[config.mk]
export PLATFORM = sky130hd
export DESIGN_NAME = strm_pkt_source
export DESIGN_NICKNAME = d
export VERILOG_FILES = /design/src/rtl/strm_pkt_pkg.sv /design/src/rtl/strm_pkt_framer.sv /design/src/rtl/strm_pkt_fifo.sv /design/src/rtl/strm_pkt_credit.sv /design/src/rtl/strm_pkt_source.sv
export SDC_FILE = /design/constraint.sdc
export NUM_CORES = 1
export LEC_CHECK = 0
export BUFFER_PORTS_ARGS = -buffer_cell sky130_fd_sc_hd__buf_2
export CORE_ASPECT_RATIO = 1.1
export CORE_MARGIN = 2
export CORE_UTILIZATION = 60
export CTS_CLUSTER_SIZE = 40
export DETAILED_ROUTE_END_ITERATION = 10
export PLACE_DENSITY = 0.81
export SYNTH_ARGS = -nofsm -noshare
export SYNTH_HDL_FRONTEND = slang
export SYNTH_SLANG_ARGS = --single-unit
[constraint.sdc]
create_clock -name clk -period 7.55 [get_ports clk]
set_input_delay 1.51 -clock clk [delete_from_list [all_inputs] [get_ports clk]]
set_output_delay 1.51 -clock clk [all_outputs]
set_load 0.005 [all_outputs]
[src/rtl/strm_pkt_pkg.sv]
package strm_pkt_pkg;

  // width of a one-based count that must reach n
  function automatic int unsigned count_width(input int unsigned n);
    return $clog2(n + 1);
  endfunction

  // FIFO entries needed: every in-flight word plus the one being handed over
  function automatic int unsigned fifo_depth(input int unsigned lat);
    return lat + 1;
  endfunction

  function automatic bit first_of_packet(input int unsigned cnt);
    return cnt == 1;
  endfunction

  function automatic bit last_of_packet(input int unsigned cnt, input int unsigned len);
    return cnt == len;
  endfunction

  // circular pointer advance
  function automatic int unsigned ptr_next(input int unsigned p, input int unsigned depth);
    return (p + 1 >= depth) ? 0 : p + 1;
  endfunction

  // words that stay committed once the current pop completes
  function automatic int unsigned committed_after_pop(input int unsigned fill,
                                                      input int unsigned inflight,
                                                      input bit pop);
    return fill + inflight - (pop ? 1 : 0);
  endfunction

endpackage

[src/rtl/strm_pkt_framer.sv]
module strm_pkt_framer
  import strm_pkt_pkg::*;
#(
  parameter int unsigned DATA_W  = 8,
  parameter int unsigned PKT_LEN = 4,
  parameter int unsigned CNT_W   = 3
) (
  input  logic              in_valid,
  input  logic [DATA_W-1:0] in_data,
  input  logic [CNT_W-1:0]  in_count,
  output logic              push,
  output logic [DATA_W+1:0] word
);

  logic mark_first;
  logic mark_last;

  generate
    if (PKT_LEN == 1) begin : g_single
      // every word is a whole packet; the count carries no information
      logic unused_cnt;
      assign unused_cnt = ^in_count;
      assign mark_first = 1'b1 | unused_cnt;
      assign mark_last  = 1'b1;
    end else begin : g_multi
      assign mark_first = first_of_packet(int'(in_count));
      assign mark_last  = last_of_packet(int'(in_count), PKT_LEN);
    end
  endgenerate

  assign push = in_valid;
  assign word = {mark_first, mark_last, in_data};

endmodule

[src/rtl/strm_pkt_fifo.sv]
module strm_pkt_fifo
  import strm_pkt_pkg::*;
#(
  parameter int unsigned WORD_W = 10,
  parameter int unsigned DEPTH  = 4,
  localparam int unsigned PTR_W  = (DEPTH > 1) ? $clog2(DEPTH) : 1,
  localparam int unsigned FILL_W = $clog2(DEPTH + 1)
) (
  input  logic              clk,
  input  logic              rst,
  input  logic              push,
  input  logic [WORD_W-1:0] wdata,
  input  logic              pop,
  output logic [WORD_W-1:0] rdata,
  output logic [FILL_W-1:0] fill,
  output logic              empty,
  output logic              full
);

  logic [WORD_W-1:0] mem [DEPTH];
  logic [PTR_W-1:0]  wr_ptr;
  logic [PTR_W-1:0]  rd_ptr;
  logic              do_pop;

  assign empty  = (fill == '0);
  assign full   = (fill == FILL_W'(DEPTH));
  assign do_pop = pop && !empty;
  assign rdata  = mem[rd_ptr];

  always_ff @(posedge clk) begin
    if (push) mem[wr_ptr] <= wdata;
  end

  always_ff @(posedge clk) begin
    if (rst) begin
      wr_ptr <= '0;
      rd_ptr <= '0;
      fill   <= '0;
    end else begin
      if (push)   wr_ptr <= PTR_W'(ptr_next(int'(wr_ptr), DEPTH));
      if (do_pop) rd_ptr <= PTR_W'(ptr_next(int'(rd_ptr), DEPTH));
      case ({push, do_pop})
        2'b10:   fill <= fill + 1'b1;
        2'b01:   fill <= fill - 1'b1;
        default: fill <= fill;
      endcase
    end
  end

  // a word must never be written into a full FIFO without a pop
  assert_no_overflow_R7: assert property (@(posedge clk) disable iff (rst)
    (push && !do_pop) |-> !full);

  // occupancy stays within the storage
  assert_fill_bound_R7: assert property (@(posedge clk) disable iff (rst)
    fill <= FILL_W'(DEPTH));

endmodule

[src/rtl/strm_pkt_credit.sv]
module strm_pkt_credit
  import strm_pkt_pkg::*;
#(
  parameter int unsigned PIPE_LAT = 3,
  parameter int unsigned DEPTH    = 4,
  parameter int unsigned FILL_W   = 3,
  localparam int unsigned INF_W   = $clog2(PIPE_LAT + 1),
  localparam int unsigned SUM_W   = $clog2(DEPTH + PIPE_LAT + 2)
) (
  input  logic              clk,
  input  logic              rst,
  input  logic              out_ready,
  input  logic              pop,
  input  logic [FILL_W-1:0] fill,
  output logic              dp_enable,
  output logic [INF_W-1:0]  inflight
);

  logic [PIPE_LAT-1:0] en_hist;
  logic [SUM_W-1:0]    committed;
  logic                room;

  // one history bit per pipeline stage: the oldest bit marks the word arriving now
  generate
    if (PIPE_LAT == 1) begin : g_lat1
      always_ff @(posedge clk) begin
        if (rst) en_hist <= '0;
        else     en_hist <= dp_enable;
      end
    end else begin : g_latn
      always_ff @(posedge clk) begin
        if (rst) en_hist <= '0;
        else     en_hist <= {en_hist[PIPE_LAT-2:0], dp_enable};
      end
    end
  endgenerate

  always_comb begin
    inflight = '0;
    for (int i = 0; i < PIPE_LAT; i++) begin
      inflight = inflight + INF_W'(en_hist[i]);
    end
  end

  assign committed = SUM_W'(committed_after_pop(int'(fill), int'(inflight), pop));
  assign room      = (committed < SUM_W'(DEPTH));
  assign dp_enable = !rst && out_ready && room;

  // an idle block with a ready sink enables the datapath at once
  assert_instant_enable_R6: assert property (@(posedge clk) disable iff (rst)
    (out_ready && fill == '0 && inflight == '0) |-> dp_enable);

  // the in-flight count never exceeds the pipeline length
  assert_inflight_bound_R7: assert property (@(posedge clk) disable iff (rst)
    inflight <= INF_W'(PIPE_LAT));

endmodule

[src/rtl/strm_pkt_source.sv]
module strm_pkt_source
  import strm_pkt_pkg::*;
#(
  parameter int unsigned DATA_W   = 8,
  parameter int unsigned PKT_LEN  = 4,
  parameter int unsigned PIPE_LAT = 3,
  localparam int unsigned CNT_W   = count_width(PKT_LEN),
  localparam int unsigned DEPTH   = fifo_depth(PIPE_LAT),
  localparam int unsigned WORD_W  = DATA_W + 2,
  localparam int unsigned FILL_W  = $clog2(DEPTH + 1),
  localparam int unsigned INF_W   = $clog2(PIPE_LAT + 1)
) (
  input  logic              clk,
  input  logic              rst,
  input  logic              in_valid,
  input  logic [DATA_W-1:0] in_data,
  input  logic [CNT_W-1:0]  in_count,
  output logic              dp_enable,
  output logic              stall,
  output logic              out_valid,
  input  logic              out_ready,
  output logic [DATA_W-1:0] out_data,
  output logic              out_sop,
  output logic              out_eop
);

  // named internal events, visible to the assertions
  logic              push_ev;
  logic              pop_ev;
  logic [WORD_W-1:0] push_word;
  logic [WORD_W-1:0] head_word;
  logic [FILL_W-1:0] fill;
  logic [INF_W-1:0]  inflight;
  logic              fifo_empty;
  logic              fifo_full;

  strm_pkt_framer #(
    .DATA_W (DATA_W),
    .PKT_LEN(PKT_LEN),
    .CNT_W  (CNT_W)
  ) framer_i (
    .in_valid(in_valid),
    .in_data (in_data),
    .in_count(in_count),
    .push    (push_ev),
    .word    (push_word)
  );

  strm_pkt_fifo #(
    .WORD_W(WORD_W),
    .DEPTH (DEPTH)
  ) fifo_i (
    .clk  (clk),
    .rst  (rst),
    .push (push_ev),
    .wdata(push_word),
    .pop  (pop_ev),
    .rdata(head_word),
    .fill (fill),
    .empty(fifo_empty),
    .full (fifo_full)
  );

  strm_pkt_credit #(
    .PIPE_LAT(PIPE_LAT),
    .DEPTH   (DEPTH),
    .FILL_W  (FILL_W)
  ) credit_i (
    .clk      (clk),
    .rst      (rst),
    .out_ready(out_ready),
    .pop      (pop_ev),
    .fill     (fill),
    .dp_enable(dp_enable),
    .inflight (inflight)
  );

  assign out_valid = !fifo_empty;
  assign pop_ev    = out_valid && out_ready;
  assign out_sop   = head_word[WORD_W-1];
  assign out_eop   = head_word[WORD_W-2];
  assign out_data  = head_word[DATA_W-1:0];
  assign stall     = !out_ready;

  // a refusing sink halts the datapath and is reported as a stall
  assert_stall_halts_R5: assert property (@(posedge clk) disable iff (rst)
    !out_ready |-> (!dp_enable && stall));

  // an offered word is held until taken
  assert_hold_word_R8: assert property (@(posedge clk) disable iff (rst)
    (out_valid && !out_ready) |=> (out_valid && $stable(out_data)
                                   && $stable(out_sop) && $stable(out_eop)));

  // a full FIFO with the sink blocked cannot also be fed by the datapath
  assert_full_blocks_R7: assert property (@(posedge clk) disable iff (rst)
    (fifo_full && !out_ready) |-> !dp_enable);

  // a word pushed into an empty FIFO is offered on the next cycle
  assert_one_cycle_R10: assert property (@(posedge clk) disable iff (rst)
    (push_ev && fifo_empty) |=> out_valid);

endmodule

==> reports/results.txt <==
Asr flop ratio synth - 0%
First-pass GRT wire length - 5.38 mm
Critical path buffers and inverters - 4
Period minus WS final - 5.43 ns
Worst Skew - 0.0137 ns
Clk_lat worst skew - 0.35 ns
Worst setup EP type - output port
Startpoint of the worst hold path - credit_i.en_hist[0]
Routed vias - 1,111
RSZ-0062 raised after global routing - false
Syn nets - 156
Post-synth top cells - edfxtp_1, inv_1, dfxtp_1, ha_1, mux4_2
Hold_ws - 0.452 ns
Max VDD drop - 0.192 mV
Crit path max-delay family - adder cells
DRC - 0
GR Overflow Total - 0
Avg Cell Area, Syn - 16.7 µm²
Synth Warn # - 0
Pre-Repair DR Iteration Count - 4
Core area - 3360 µm²
Slowest Stage Delay on Critical Path - 0.49 ns
Die span in y - 66.5 µm
R2r startpoint - fifo_i.fill[2]
Pwr/cell area - 284 nW/µm²
Final net count - 187
Required @ worst endpoint - 6.04 ns
Fmax - 184 MHz
Initial drt markers - 31
Syn Inst Count - 128
Antenna-violating nets left - 0
Area grow syn2layout - 10.9%
Post-synthesis sequential area ratio - 67.6%
CTS clk-pin slew, worst paths - 0.12 ns
Fill cell count - 243
Max Slew Vio Count - 0
GPL Wtd Cong - 0.813
Worst path slowest cell - or4_4
Worst path cell trace - buf_2 > o31ai_1 > inv_1 > ha_1 > fa_1 > inv_1 > ha_1 > and3b_1 > or4_4 > a211oi_1 > buf_2
Dpl cells - 200
Most numerous cell in the Yosys netlist - edfxtp_1
Die area - 4050 µm²
Vias in the first global route - 1,132
Finished Layout Cells - 207
Seq cells post-synth - 52
Hold buffers post-CTS - 0
Worst Path Arrival - 3.92 ns
Period utilization - 71.9%
Ant. Diodes - 0
H-tree depth - 2
FF/Latch Area - 1440 µm²
CTS tree - yes
Status - finished clean
Port bufs - 27
Layout cell share with drive strength beyond 1 - 28.3%
Dominant cell type by area after synthesis - edfxtp_1
Largest net degree at the start of global routing - 16
Post-CTS Setup Bufs - 0
DIE WIDTH - 60.9 µm
Relative slew margins - 55.9%
GRT Util Overall - 19.5%
TritonCTS buffer count - 5
Synth area leaders - edfxtp_1, dfxtp_1, mux4_2
Max Cap Viol - 0
Final WL - 3.36 mm
Final Setup Violations - 0
Top Ports - 28
Fin util - 70.5%
Hold WC Path Type - register to register
Pre-CTS setup slack - 2.10 ns
Starting Density - 63.5%
EDFF count, synth - 40
Slew @ Worst Pin - 0.660 ns
Final hold viol count - 0
Most common flop cell mapped by yosys - edfxtp_1
Area share of the largest cell type after synthesis - 56.3%
Worst setup margin - 2.12 ns
WL/cell - 16.2 µm
DPL Wire Length - 2.45 mm
Drt via density - 5.37
Clock Tree Buf Depth - 2
Count of cells resized by post-cts repair - 0
CP startpoint kind - input port
Leak - 0.885 nW
Initial antenna violation count - 0
Site Rows - 22
Top fanout value on the critical path - 4
Area of the multi-input gates - 623 µm²
CP startpoint - out_ready
Post-synthesis cell type count - 24
Critical path class - input port to output port
Root Driver - clkbuf_4
Clk sinks - 52
Area of the mapped netlist - 2130 µm²
Setup TNS - 0 ns
state kept, by name (all words and copies together) (netlist names), named ones only:
signal,count
credit_i.en_hist,3
fifo_i.fill,3
fifo_i.mem,40
fifo_i.rd_ptr,2
fifo_i.wr_ptr,2
cell families after synthesis:
logic type | synth area share (%)
multiplexers | 11.5
flip-flops | 67.6
AND/OR/NAND/NOR | 5.57
buffers and inverters | 3.23
XOR/XNOR | 1.23
AO/OA/AOI/OAI | 2.58
adder cells (fa/ha/maj) | 8.33
metrics by stage:
| stage | cell area [µm²] | power, W |
|---|---|---|
| final | 2370 | 0.000673 |
| after CTS | 2370 | 0.000682 |
| after floorplan | 2130 | 0.000504 |
| after global routing | 2370 | 0.000718 |
| after global placement | 2320 | 0.000550 |
| after detailed placement | 2320 | 0.000570 |
where the power goes:
part	leakage (nW)	total (W)	switching, W	internal [W]
clock	0.0271	0.000112	0.0000774	0.0000341
sequential	0.468	0.000359	0.0000255	0.000333
combinational	0.390	0.000203	0.0000940	0.000109
layout make-up:
cell class | instances | area share [%]
timing repair buffer | 27 | 5.71
tap | 48 | 2.54
multi-input combinational | 58 | 26.3
inverter | 15 | 2.38
clock buffer | 5 | 1.59
clock inverter | 2 | 0.529
sequential | 52 | 60.9
worst min-delay path: cells and delay by family, from the launching register on:
kind          cells  cell delay (ns)
flops             1             0.32
simple gates      1             0.04
buf+inv           1             0.06
placed cells by master (no fill, tap or decap), drive strengths merged:
cell type	count
clkbuf	5
dfxtp	12
and2	4
edfxtp	40
o211ai	1
and3b	1
o31ai	1
nand2	1
nor2	8
inv	15
mux4	10
xor2	3
a21oi	4
a211oi	2
ha	11
or3	2
or4	1
clkinv	1
fa	2
buf	27
nand3	1
mux2i	2
o21ai	1
nor3b	3
clkinvlp	1
path summary, 6_finish.rpt:
path,end,slack [ns],cells after the start
max,dp_enable,2.12,11
min reg2reg,credit_i.en_hist[1],0.45,2
min,credit_i.en_hist[1],0.45,2
max reg2reg,credit_i.en_hist[0],4.60,9
layer usage:
metal  vias to the layer above  wire, µm  global-route usage, %
li1                        534         -                      -
met3                         6       117                   4.85
met4                         0        59                   7.61
met2                        22      1950                   36.4
met5                         -         0                      0
met1                       549      1230                   20.2
No activity file was read; power rests on OpenSTA's default activity.
